### config.mk
export PLATFORM = sky130hd
export DESIGN_NAME = sgdma_cmd_reg
export DESIGN_NICKNAME = d
export VERILOG_FILES = /design/src/rtl/sgdma_cmd_pkg.sv /design/src/rtl/sgdma_cmd_ctrl.sv /design/src/rtl/sgdma_cmd_dpath.sv /design/src/rtl/sgdma_cmd_reg.sv
export SDC_FILE = /design/constraint.sdc
export NUM_CORES = 1
export LEC_CHECK = 0
export ABC_AREA = 1
export BUFFER_PORTS_ARGS = -buffer_cell sky130_fd_sc_hd__buf_2
export CORE_ASPECT_RATIO = 1.25
export CORE_UTILIZATION = 30
export CTS_CLUSTER_DIAMETER = 80
export DETAILED_ROUTE_END_ITERATION = 6
export HOLD_SLACK_MARGIN = 0.15
export PLACE_DENSITY_LB_ADDON = 0.1
export SYNTH_ARGS = -nofsm -noshare
export SYNTH_HDL_FRONTEND = slang
export SYNTH_SLANG_ARGS = --single-unit
### constraint.sdc
create_clock -name clk -period 2.1 [get_ports clk]
set_input_delay 0.21 -clock clk [delete_from_list [all_inputs] [get_ports clk]]
set_output_delay 0.21 -clock clk [all_outputs]
set_load 0.005 [all_outputs]
### src/rtl/sgdma_cmd_pkg.sv
package sgdma_cmd_pkg;
  localparam int DATA_W  = 32;
  localparam int COUNT_W = 16;

  localparam int B_DONE  = 30;
  localparam int B_START = 29;
  localparam int B_ENPG  = 28;
  localparam int B_ENSG  = 27;
  localparam int B_ABORT = 26;
  localparam int B_DIR   = 25;
  localparam int B_BURST = 24;
  localparam int B_IDLE  = 23;
  localparam int B_EMPTY = 22;
  localparam int B_PGFLG = 18;
  localparam int B_CURPG = 17;
  localparam int B_NXTPG = 16;

  typedef struct packed {
    logic loadCount;
    logic loadAddr;
    logic handoff;
  } dpStrobe_t;

  typedef struct packed {
    logic nextValid;
    logic active;
    logic done;
    logic enPg;
    logic enSg;
    logic dirRd;
    logic burst;
    logic pgFlag;
    logic curPg;
    logic nxtPg;
  } ctlState_t;
endpackage

### src/rtl/sgdma_cmd_ctrl.sv
module sgdma_cmd_ctrl
  import sgdma_cmd_pkg::*;
(
  input  logic              clk,
  input  logic              rstN,
  input  logic              cmdWr,
  input  logic              addrWr,
  input  logic [DATA_W-1:0] wrData,
  input  logic              xferDone,
  input  logic              pageDone,
  input  logic              listPgBit,
  output dpStrobe_t         strobe,
  output ctlState_t         st,
  output logic              abortReq
);
  logic startReq;
  logic handoff;
  logic lastDone;

  always_comb begin
    abortReq = cmdWr & wrData[B_ABORT];
    startReq = cmdWr & wrData[B_START] & ~st.nextValid & ~abortReq;
    handoff  = st.nextValid & (~st.active | xferDone) & ~abortReq;
    lastDone = xferDone & st.active & ~st.nextValid;
    strobe.loadCount = cmdWr & ~st.nextValid;
    strobe.loadAddr  = addrWr & ~st.nextValid;
    strobe.handoff   = handoff;
  end

  always_ff @(posedge clk) begin
    if (!rstN) begin
      st <= '0;
    end else begin
      if (cmdWr) begin
        st.enPg  <= wrData[B_ENPG];
        st.enSg  <= wrData[B_ENSG];
        st.dirRd <= wrData[B_DIR];
        st.burst <= wrData[B_BURST];
      end

      if (abortReq) begin
        st.nextValid <= 1'b0;
        st.active    <= 1'b0;
        st.done      <= 1'b0;
        st.nxtPg     <= 1'b0;
        st.curPg     <= 1'b0;
      end else begin
        if (startReq) begin
          st.nextValid <= 1'b1;
          st.nxtPg     <= listPgBit;
        end else if (handoff) begin
          st.nextValid <= 1'b0;
          st.nxtPg     <= 1'b0;
        end

        if (handoff) begin
          st.active <= 1'b1;
          st.curPg  <= st.nxtPg;
        end else if (xferDone && st.active) begin
          st.active <= 1'b0;
          st.curPg  <= 1'b0;
        end

        if (lastDone) st.done <= 1'b1;
        else if (cmdWr && wrData[B_DONE]) st.done <= 1'b0;
      end

      if (!st.enPg) st.pgFlag <= 1'b0;
      else if (pageDone && st.curPg && st.active) st.pgFlag <= 1'b1;
    end
  end
endmodule

### src/rtl/sgdma_cmd_dpath.sv
module sgdma_cmd_dpath
  import sgdma_cmd_pkg::*;
#(
  parameter int ADDR_W = 32
) (
  input  logic               clk,
  input  logic               rstN,
  input  logic [DATA_W-1:0]  wrData,
  input  dpStrobe_t          strobe,
  output logic [COUNT_W-1:0] nextCount,
  output logic [ADDR_W-1:0]  nextAddr,
  output logic [COUNT_W-1:0] curCount,
  output logic [ADDR_W-1:0]  curAddr
);
  always_ff @(posedge clk) begin
    if (!rstN) begin
      nextCount <= '0;
      nextAddr  <= '0;
      curCount  <= '0;
      curAddr   <= '0;
    end else begin
      if (strobe.loadCount) nextCount <= wrData[COUNT_W-1:0];
      if (strobe.loadAddr)  nextAddr  <= wrData[ADDR_W-1:0];
      if (strobe.handoff) begin
        curCount <= nextCount;
        curAddr  <= nextAddr;
      end
    end
  end
endmodule

### src/rtl/sgdma_cmd_reg.sv
module sgdma_cmd_reg
  import sgdma_cmd_pkg::*;
#(
  parameter int ADDR_W = 32
) (
  input  logic               clk,
  input  logic               rstN,
  input  logic               cmdWr,
  input  logic               addrWr,
  input  logic [DATA_W-1:0]  wrData,
  input  logic               rdSel,
  output logic [DATA_W-1:0]  rdData,
  input  logic               xferDone,
  input  logic               pageDone,
  input  logic               listPgBit,
  input  logic               pciIntEn,
  output logic [COUNT_W-1:0] curCount,
  output logic [ADDR_W-1:0]  curAddr,
  output logic               dmaActive,
  output logic               dirRead,
  output logic               burstEn,
  output logic               abortPulse,
  output logic               dmaIrqStat,
  output logic               irq
);
  dpStrobe_t          strobe;
  ctlState_t          st;
  logic [COUNT_W-1:0] nextCount;
  logic [ADDR_W-1:0]  nextAddr;
  logic [DATA_W-1:0]  cmdWord;

  sgdma_cmd_ctrl u_ctrl (
    .clk(clk), .rstN(rstN), .cmdWr(cmdWr), .addrWr(addrWr), .wrData(wrData),
    .xferDone(xferDone), .pageDone(pageDone), .listPgBit(listPgBit),
    .strobe(strobe), .st(st), .abortReq(abortPulse)
  );

  sgdma_cmd_dpath #(.ADDR_W(ADDR_W)) u_dpath (
    .clk(clk), .rstN(rstN), .wrData(wrData), .strobe(strobe),
    .nextCount(nextCount), .nextAddr(nextAddr),
    .curCount(curCount), .curAddr(curAddr)
  );

  always_comb begin
    cmdWord          = '0;
    cmdWord[COUNT_W-1:0] = nextCount;
    cmdWord[B_DONE]  = st.done;
    cmdWord[B_START] = ~st.nextValid;
    cmdWord[B_ENPG]  = st.enPg;
    cmdWord[B_ENSG]  = st.enSg;
    cmdWord[B_DIR]   = st.dirRd;
    cmdWord[B_BURST] = st.burst;
    cmdWord[B_IDLE]  = ~st.active;
    cmdWord[B_EMPTY] = ~st.nextValid;
    cmdWord[B_PGFLG] = st.pgFlag;
    cmdWord[B_CURPG] = st.curPg;
    cmdWord[B_NXTPG] = st.nxtPg;
    rdData     = rdSel ? DATA_W'(nextAddr) : cmdWord;
    dmaActive  = st.active;
    dirRead    = st.dirRd;
    burstEn    = st.burst;
    dmaIrqStat = st.done & st.enSg;
    irq        = pciIntEn & (dmaIrqStat | st.pgFlag);
  end
endmodule

==> impl_metrics.toml <==
[setup_path]
r2r_setup_slack_ps = 620
slowest_delay_ps = 370
arrival_ps = 1720
path_cells = "inv_2 -> nand2_2 -> inv_2 -> nor2_1 -> nor2_1"
reg2reg_from = "u_ctrl.st[9]"
crit_path_max_fanout = 24
cp-startpoint = "u_ctrl.st[9]"
required_ps = 2340
end_kind = "register"
path_class = "reg2reg"
worstRegToRegCells = 5
crit_slowest_cell = "dfxtp_2"
setup.worst_path.start_class = "register"
critical-path-top-delay-family = "simple AND/OR/NAND/NOR gates"
cp_num_buf_inv = 2
rr_endpoint = "u_dpath.nextAddr[5]"

[pwr]
ir_drop_mv = 0.4663
p_sw_uw = 1087
p_leak_uw = 0.002370
power_density_nw_per_um2 = 834.5
combPwrFrac_pct = 10.2
cell_internal_pwr_uw = 3438
clockPowerShare_pct = 42.0
p_seq_share_pct = 47.9
swShare_pct = 24.02

[cts]
insertion_delay_ps = 350
cts_max_level = 3
cts.clk_slew.worst_paths_ps = 70
cts_root_buf = "clkbuf_16"
post_cts_buffers = 0
cts_sinks = 106
cts_buffer_depth = 2
numCtsBuffers = 9
cts_tree = "done"

[sta]
finalCriticalPeriod_ps = 1482
final_max_slew_viol_count = 0
slew-limit-headroom_pct = 64.37
rsz0062_at_grt = "false"
finalSetupViolations = 0
clock.fmax_mhz = 674.6
hold_violations = 0
finalSetupTns_ps = 0
fin_skew_ps = 3.922
fin_crit_sh_pct = 70.59
worst_pin_slew_ps = 534.4

[finish]
seq_area_um2 = 2123
fillers = 1433
drive_above_1_share_pct = 23.35
area_delta_synth_final_pct = 29.80
antenna_cells = 0
layout.nets = 717
fin_cells = 852
multi_input_area_um2 = 1704

[drt]
routed_wl_um = 13120
drc_errors = 0
drt_iter0_drc = 196
vias = 4102
first_pass_iters = 6
postRouteAntennaNets = 0
wl_per_cell_um = 15.39
routed_via_density = 4.815

[min_path]
worstHoldStart = "wrData[4]"
min_path_cells = 3
hold_path.class = "in2reg"
min_to = "u_dpath.nextAddr[4]"

[global_route]
gr-total-overflow = 0
grt_usage_pct = 18.44
grt_max_degree = 51
grt_pass1_wl_um = 20390
grt_pass1_vias = 3868
grt_antenna_before_repair = 0

[run]
drv_cap = 0

[placement]
gp_congestion = 0.8203
dp.final_hpwl_um = 9218
io_buffer_count = 126
dp_cells = 820

[logic_synthesis]
syn_inst = 558
ys_warn_count = 0
ys_seq_area_share_pct = 50.79
synth_nets = 599
ys_ff_latch = 106
avgSynthCellArea_um2 = 7.487
netlist-cell-type-count = 17
synth_area_um2 = 4178

[status]
status = "finished clean"

[floorplan]
die_h_um = 133.9
pin_count = 127
core_um2 = 13410
initial_core_util_pct = 31.16
die_x_um = 107.6
die_area_um2 = 14400
rows = 47
registers in the layout (all words and copies together) (netlist names):
name	cells
u_dpath.nextAddr	32
u_dpath.curCount	16
u_ctrl.st	10
u_dpath.curAddr	32
u_dpath.nextCount	16
tightest hold or removal path: cells and delay by family:
family          cells  cell delay [ps]
compound gates      1               90
buf+inv             1               80
simple gates        1               80
layer usage:
layer | routed length (um) | GRT usage, % | part of all wire, %
met1 | 5882 | 23.20 | 45
met2 | 6373 | 31.52 | 49
met3 | 620 | 2.770 | 4.7
met4 | 238 | 7.002 | 1.8
met5 | 0 | 0 | 0
cell families (layout without fill, tap and decap cells):
logic type	Yosys count	after routing	share of synthesized area, %
compound gates	159	159	19.17
buf+inv	89	212	8.535
simple gates	204	204	21.50
flops	106	106	50.79
power groups by stage:
| stage | sequential [uW] | clock [uW] | combinational, uW |
|---|---|---|---|
| after floorplan | 2190 | 0 | 255 |
| after global placement | 2210 | 0 | 437 |
| after detailed placement | 2210 | 0 | 438 |
| after CTS | 2170 | 1940 | 464 |
| after global routing | 2180 | 2020 | 522 |
| final | 2170 | 1900 | 459 |
stage by stage:
stage / hold WS (ps) / worst slack, ps / util, % / total power (uW) / instance area, um2
CTS: 150.1 / 612.5 / 40.44 / 4575 / 5423
global route: 163.9 / 472.1 / 40.44 / 4721 / 5423
finish: 155.2 / 617.7 / 40.44 / 4525 / 5423
floorplan: 344.9 / 978.9 / - / 2445 / 4178
detailed placement: 451.7 / 614.5 / 36.76 / 2652 / 4928
global placement: 447.2 / 657.8 / 36.76 / 2650 / 4928
area by class of cell:
class                      count  area share, %
clock buffer                  10          4.222
timing repair buffer         153          16.34
clock inverter                 6          1.938
multi-input combinational    363          31.43
sequential                   106          39.16
inverter                      43          2.976
tap                          171          3.946
synth_stat cells:
library cell,instances,area (um2)
nand3_1,3,15.01
inv_2,2,7.510
nand2_1,93,349.1
dfxtp_1,106,2122
nand4_1,48,300.3
nand2_2,1,6.260
a21oi_1,77,385.4
inv_1,41,153.9
buf_1,4,15.01
a211oi_1,1,7.510
o21ai_0,80,400.4
nand3_2,1,10.01
a21boi_0,1,7.510
nor2_1,58,217.7
buf_4,3,22.52
clkbuf_1,30,112.6
buf_2,9,45.04
worst max path at each step:
stage	to	slack, ps	depth (start not counted)
after floorplan	u_ctrl.st[1]	980	5
after global placement	u_dpath.nextAddr[7]	660	5
after detailed placement	u_ctrl.st[8]	610	7
after CTS	u_dpath.nextAddr[5]	610	5
after global routing	u_dpath.nextAddr[0]	470	5
final	u_dpath.nextAddr[5]	620	5
cell usage in the layout (no fill, tap or decap), drive strengths merged:
cell type | netlist | layout
a211oi | 1 | 1
a21boi | 1 | 1
a21oi | 77 | 77
buf | 16 | 137
bufinv | 0 | 3
clkbuf | 30 | 10
clkinv | 0 | 4
dfxtp | 106 | 106
dlygate4sd3 | 0 | 16
inv | 43 | 42
nand2 | 94 | 94
nand3 | 4 | 4
nand4 | 48 | 48
nor2 | 58 | 58
o21ai | 80 | 80
what timing repair did:
action,CTS,global route
hold buffers,16,0
hold endpoints to repair,16,0
setup endpoints to repair,0,0
gates resized for setup,0,0
Power figures use the tool's default switching activity.
